## config.mk

```make
export PLATFORM = sky130hd
export DESIGN_NAME = irq_prio_ctrl
export DESIGN_NICKNAME = d
export VERILOG_FILES = /design/src/rtl/irqc_pkg.sv /design/src/rtl/irqc_src_gather.sv /design/src/rtl/irqc_arbiter.sv /design/src/rtl/irqc_entry_timer.sv /design/src/rtl/irq_prio_ctrl.sv
export SDC_FILE = /design/constraint.sdc
export NUM_CORES = 1
export LEC_CHECK = 0
export BUFFER_PORTS_ARGS = -buffer_cell sky130_fd_sc_hd__buf_2
export CAP_MARGIN = 25
export CORE_MARGIN = 3
export CORE_UTILIZATION = 64
export CTS_CLUSTER_SIZE = 20
export DETAILED_ROUTE_END_ITERATION = 12
export HOLD_SLACK_MARGIN = 0.05
export PLACE_DENSITY = 0.93
export SYNTH_ARGS = -nofsm -noshare
export SYNTH_HDL_FRONTEND = slang
export SYNTH_HIERARCHICAL = 1
export SYNTH_SLANG_ARGS = --single-unit
```

## constraint.sdc

```tcl
create_clock -name clk -period 4 [get_ports clk]
set_input_delay 0.8 -clock clk [delete_from_list [all_inputs] [get_ports clk]]
set_output_delay 0.8 -clock clk [all_outputs]
set_load 0.02 [all_outputs]
```

## src/rtl/irqc_pkg.sv

```systemverilog
package irqc_pkg;
  localparam int NUM_IDS = 32;
  localparam int ID_W    = $clog2(NUM_IDS);

  typedef logic [NUM_IDS-1:0] id_mask_t;
  typedef logic [ID_W-1:0]    id_t;

  typedef struct packed {
    logic     hit;
    id_t      id;
    logic     to_x;
    id_mask_t clr;
  } grant_t;
endpackage

```

## src/rtl/irqc_src_gather.sv

```systemverilog
module irqc_src_gather
  import irqc_pkg::*;
#(
  parameter int                        NUM_SRC    = 8,
  parameter logic [NUM_SRC*ID_W-1:0]   SRC_ID_MAP = '0,
  parameter logic [NUM_SRC-1:0]        SRC_HAS_EN = '1
) (
  input  logic [NUM_SRC-1:0] flag,
  input  logic [NUM_SRC-1:0] en,
  output id_mask_t           set_mask,
  output id_mask_t           clr_mask
);
  logic [NUM_SRC-1:0] act;

  for (genvar s = 0; s < NUM_SRC; s++) begin : g_pair
    if (SRC_HAS_EN[s]) begin : g_gated
      assign act[s] = flag[s] & en[s];
    end else begin : g_flag_only
      assign act[s] = flag[s];
    end
  end

  always_comb begin
    set_mask = '0;
    clr_mask = '0;
    for (int s = 0; s < NUM_SRC; s++) begin
      if (act[s]) set_mask[SRC_ID_MAP[s*ID_W +: ID_W]] = 1'b1;
      else        clr_mask[SRC_ID_MAP[s*ID_W +: ID_W]] = 1'b1;
    end
  end
endmodule

```

## src/rtl/irqc_arbiter.sv

```systemverilog
module irqc_arbiter
  import irqc_pkg::*;
#(
  parameter id_t ID_NMI    = id_t'(26),
  parameter id_t ID_SWTRAP = id_t'(27),
  parameter id_t ID_ILLOP  = id_t'(28)
) (
  input  id_mask_t pend,
  input  logic     ccr_i,
  input  logic     ccr_x,
  output grant_t   grant
);
  localparam id_mask_t SPECIAL = (id_mask_t'(1) << ID_NMI)
                               | (id_mask_t'(1) << ID_SWTRAP)
                               | (id_mask_t'(1) << ID_ILLOP);

  id_mask_t maskable;
  logic     pick_hit;
  id_t      pick_id;

  assign maskable = pend & ~SPECIAL;

  always_comb begin
    pick_hit = 1'b0;
    pick_id  = '0;
    for (int k = NUM_IDS - 1; k >= 0; k--) begin
      if (maskable[k]) begin
        pick_hit = 1'b1;
        pick_id  = id_t'(k);
      end
    end
  end

  always_comb begin
    grant = '0;
    if (pend[ID_SWTRAP]) begin
      grant.hit = 1'b1;
      grant.id  = ID_SWTRAP;
      grant.clr = id_mask_t'(1) << ID_SWTRAP;
    end else if (pend[ID_ILLOP]) begin
      grant.hit = 1'b1;
      grant.id  = ID_ILLOP;
      grant.clr = id_mask_t'(1) << ID_ILLOP;
    end else if (pend[ID_NMI]) begin
      if (!ccr_x) begin
        grant.hit  = 1'b1;
        grant.id   = ID_NMI;
        grant.to_x = 1'b1;
        grant.clr  = id_mask_t'(1) << ID_NMI;
      end
    end else if (!ccr_i && pick_hit) begin
      grant.hit = 1'b1;
      grant.id  = pick_id;
    end
  end
endmodule

```

## src/rtl/irqc_entry_timer.sv

```systemverilog
module irqc_entry_timer #(
  parameter int COST = 14
) (
  input  logic clk,
  input  logic rst_n,
  input  logic load,
  output logic busy
);
  localparam int CW = $clog2(COST + 1);

  logic [CW-1:0] cnt_q;
  logic [CW-1:0] cnt_d;

  assign busy = (cnt_q != '0);

  always_comb begin
    cnt_d = cnt_q;
    if (load)      cnt_d = CW'(COST);
    else if (busy) cnt_d = cnt_q - 1'b1;
  end

  always_ff @(posedge clk or negedge rst_n) begin
    if (!rst_n) cnt_q <= '0;
    else        cnt_q <= cnt_d;
  end
endmodule

```

## src/rtl/irq_prio_ctrl.sv

```systemverilog
module irq_prio_ctrl
  import irqc_pkg::*;
#(
  parameter int                      NUM_SRC       = 8,
  parameter logic [NUM_SRC*ID_W-1:0] SRC_ID_MAP    = {5'd9, 5'd7, 5'd6, 5'd5,
                                                      5'd4, 5'd4, 5'd4, 5'd4},
  parameter logic [NUM_SRC-1:0]      SRC_HAS_EN    = 8'b0111_1111,
  parameter id_t                     ID_NMI        = id_t'(26),
  parameter id_t                     ID_SWTRAP     = id_t'(27),
  parameter id_t                     ID_ILLOP      = id_t'(28),
  parameter int                      VEC_W         = 16,
  parameter logic [VEC_W-1:0]        VEC_BASE_NORM = 16'hFFC0,
  parameter logic [VEC_W-1:0]        VEC_BASE_BOOT = 16'hBFC0,
  parameter int                      ENTRY_COST    = 14
) (
  input  logic               clk,
  input  logic               rst_n,
  input  logic [NUM_SRC-1:0] src_flag,
  input  logic [NUM_SRC-1:0] src_en,
  input  logic               swtrap_raise,
  input  logic               illop_raise,
  input  logic               nmi_raise,
  input  logic               insn_end,
  input  logic               ccr_i,
  input  logic               ccr_x,
  input  logic               boot_mode,
  output logic               take_vld,
  output logic [ID_W-1:0]    take_id,
  output logic [VEC_W-1:0]   vec_addr,
  output logic               set_i_req,
  output logic               set_x_req,
  output logic               entry_busy
);
  id_mask_t         pend_q, pend_d;
  id_mask_t         p_set, p_clr, raise_vec;
  grant_t           grant;
  logic             fire;
  logic             take_d, seti_d, setx_d;
  id_t              id_q, id_d;
  logic [VEC_W-1:0] vec_q, vec_d, base;

  irqc_src_gather #(
    .NUM_SRC   (NUM_SRC),
    .SRC_ID_MAP(SRC_ID_MAP),
    .SRC_HAS_EN(SRC_HAS_EN)
  ) u_gather (
    .flag    (src_flag),
    .en      (src_en),
    .set_mask(p_set),
    .clr_mask(p_clr)
  );

  irqc_arbiter #(
    .ID_NMI   (ID_NMI),
    .ID_SWTRAP(ID_SWTRAP),
    .ID_ILLOP (ID_ILLOP)
  ) u_arb (
    .pend (pend_q),
    .ccr_i(ccr_i),
    .ccr_x(ccr_x),
    .grant(grant)
  );

  irqc_entry_timer #(
    .COST(ENTRY_COST)
  ) u_timer (
    .clk  (clk),
    .rst_n(rst_n),
    .load (fire),
    .busy (entry_busy)
  );

  assign fire = insn_end & ~entry_busy & grant.hit;
  assign base = boot_mode ? VEC_BASE_BOOT : VEC_BASE_NORM;

  always_comb begin
    raise_vec = '0;
    raise_vec[ID_SWTRAP] = swtrap_raise;
    raise_vec[ID_ILLOP]  = illop_raise;
    raise_vec[ID_NMI]    = nmi_raise;
  end

  // next state: grant clear and inactive pairs first, then set
  always_comb begin
    pend_d = pend_q & ~p_clr;
    if (fire) pend_d = pend_d & ~grant.clr;
    pend_d = pend_d | p_set | raise_vec;
    take_d = fire;
    seti_d = fire & ~grant.to_x;
    setx_d = fire & grant.to_x;
    id_d   = id_q;
    vec_d  = vec_q;
    if (fire) begin
      id_d  = grant.id;
      vec_d = base + VEC_W'({grant.id, 1'b0});
    end
  end

  always_ff @(posedge clk or negedge rst_n) begin
    if (!rst_n) begin
      pend_q    <= '0;
      take_vld  <= 1'b0;
      set_i_req <= 1'b0;
      set_x_req <= 1'b0;
      id_q      <= '0;
      vec_q     <= '0;
    end else begin
      pend_q    <= pend_d;
      take_vld  <= take_d;
      set_i_req <= seti_d;
      set_x_req <= setx_d;
      id_q      <= id_d;
      vec_q     <= vec_d;
    end
  end

  assign take_id  = id_q;
  assign vec_addr = vec_q;
endmodule

```

==> impl_metrics.json <==
{
  "route.antenna.remaining_nets": 0,
  "track_usage_pct": 21.2,
  "grt_pass1_vias": 2414,
  "fin_skew_ns": 0.00361,
  "syn_to_final_growth_pct": -1.49,
  "fp-row-count": 26,
  "ios": 50,
  "period_share_pct": 72.4,
  "tightest_slew_ns": 0.834,
  "die_w_um": 79.3,
  "hold_viol_final": 0,
  "dieHeight_um": 79.3,
  "arrival_ns": 2.10,
  "final_cell_mix": "84 x conb_1, 47 x buf_2, 46 x inv_1, 46 x dfrtp_1, 32 x nand4b_1",
  "cts_resized": 0,
  "synth_edf_count": 0,
  "crit_family": "buffers and inverters",
  "drt_iter0_drc": 141,
  "clock_sinks": 46,
  "synth_warnings": 6,
  "leakage_uw": 0.00150,
  "critical_path.n_buffers_inverters": 3,
  "viasPerCell": 5.21,
  "fin_nets": 432,
  "clockBufferDepth": 2,
  "gp_congestion": 0.802,
  "cts_hold_buf": 0,
  "cts_buffers": 5,
  "synth_ff_type": "dfrtp_1",
  "critPathCaptureType": "primary output",
  "cp_cell_sequence": "inv_1 -> ha_1 -> nor3b_4 -> inv_1 -> buf_2",
  "vias": 2479,
  "finalPower_uw": 1540,
  "drc": 0,
  "required_ns": 3.20,
  "fmax_mhz": 345,
  "cellPowerDensity_nw_per_um2": 455,
  "maxCapViolations": 0,
  "n_antenna_cell": 0,
  "synth_cell_types": 44,
  "dp_cells": 467,
  "start_util_pct": 67.0,
  "dp_slack_ns": 1.32,
  "clk_latency_ns": 0.30,
  "antenna_found_initial": 0,
  "fin_ws_ns": 1.10,
  "rsz0062_at_grt": "no",
  "wl_per_cell_um": 13.3,
  "core_um2": 5140,
  "synthCells": 378,
  "drtPass1Iterations": 6,
  "utilization_pct": 66.0,
  "crit_path_max_fanout": 34,
  "dpl.hpwl_mm": 4.48,
  "synth_area_um2": 3440,
  "post_cts_buffers": 0,
  "routed_wl_mm": 6.31,
  "yosysSeqAreaShare_pct": 33.4,
  "ir_worst_vdd_mv": 0.338,
  "outcome": "complete, no violations",
  "grt_pass1_wl_mm": 10.5,
  "slowest_delay_ns": 0.61,
  "cp-start-kind": "flip-flop",
  "slew_viol_final": 0,
  "synth-seq-cells": 46,
  "root_buffer": "clkbuf_8",
  "grt_max_degree": 47,
  "critPathSlowestCell": "inv_1",
  "setup_violations": 0,
  "overflow": 0,
  "worstSetupPathType": "flip-flop to primary output",
  "crit_top_cell": "inv_1",
  "htreeDepth": 2,
  "finalSetupTns_ns": 0,
  "period_minus_slack_ns": 2.90,
  "clk_pin_slew_ns": 0.08,
  "relSlewSlack_pct": 44.4,
  "hold_path.class": "input pin to asynchronous set/reset pin",
  "drive_gt1_share_pct": 24.6,
  "final_common_cell": "conb_1",
  "synthArstFlopShare_pct": 100,
  "cts_tree": "done",
  "die_area_um2": 6290,
  "stdcell_count": 476,
  "port_buffers": 47,
  "avgSynthCellArea_um2": 9.11
}
[final timing paths]
| path | depth (start not counted) | start | end | slack [ns] |
|---|---|---|---|---|
| min in group clk | 1 | take_id[0] | take_id[0] | 0.53 |
| max in group asynchronous | 2 | rst_n | pend_q[20] | 3.05 |
| min | 1 | rst_n | u_timer/cnt_q[2] | 0.45 |
| max | 5 | u_timer/cnt_q[0] | entry_busy | 1.10 |
| min reg2reg | 1 | take_id[0] | take_id[0] | 0.53 |
| max reg2reg | 8 | u_timer/cnt_q[0] | u_timer/cnt_q[0] | 1.35 |
[through the flow]
stage	hold WS, ns	instance area [µm²]
2_1_floorplan	0.504	3750
3_3_place_gp	0.501	3260
3_5_place_dp	0.517	3260
4_1_cts	0.536	3370
5_1_grt	0.468	3390
6_report	0.447	3390
[area by class of cell]
cell class | count | area [µm²]
multi-input combinational | 256 | 1600
tap | 70 | 87.6
fill | 418 | 1750
timing repair buffer | 50 | 270
inverter | 46 | 173
clock buffer | 5 | 68.8
sequential | 46 | 1150
clock inverter | 3 | 40.0
[sequential cells by signal (all words and copies together) (netlist names)]
register	count
vec_addr	3
u_timer/cnt_q	4
set_x_req	1
take_vld	1
set_i_req	1
take_id	4
pend_q	32
[cells in the mapped netlist (5+ instances only)]
cell / n / area, µm²
buf_4: 102 / 766
dfrtp_1: 46 / 1150
inv_1: 46 / 173
nand4b_1: 32 / 280
a31o_2: 29 / 254
nor2_1: 18 / 67.6
nand2_1: 16 / 60.1
nor3_1: 8 / 40.0
nor4_1: 7 / 43.8
buf_2: 6 / 30.0
nor2b_1: 6 / 37.5
mux2_2: 5 / 56.3
o31ai_1: 5 / 37.5
[power breakdown]
part	switching, µW	internal (µW)
registers	98.0	548
logic	318	239
clock network	155	184
total	571	971
[cell families after synthesis]
family / after synthesis / synth area share [%]
mux: 8 / 2.54
buf+inv: 157 / 28.9
fa+ha+maj: 2 / 0.727
compound gates: 56 / 13.4
simple gates: 106 / 20.6
flops: 46 / 33.4
other cells: 3 / 0.327
[routing by layer]
layer | share of wire [%] | GRT usage (%) | up-vias
met5 | 0 | 0 | -
met4 | 2.5 | 7.22 | 0
met2 | 54 | 41.6 | 78
met1 | 39 | 21.7 | 1194
met3 | 4.5 | 4.76 | 21
li1 | - | - | 1186
(Power assumes the default switching activity.)
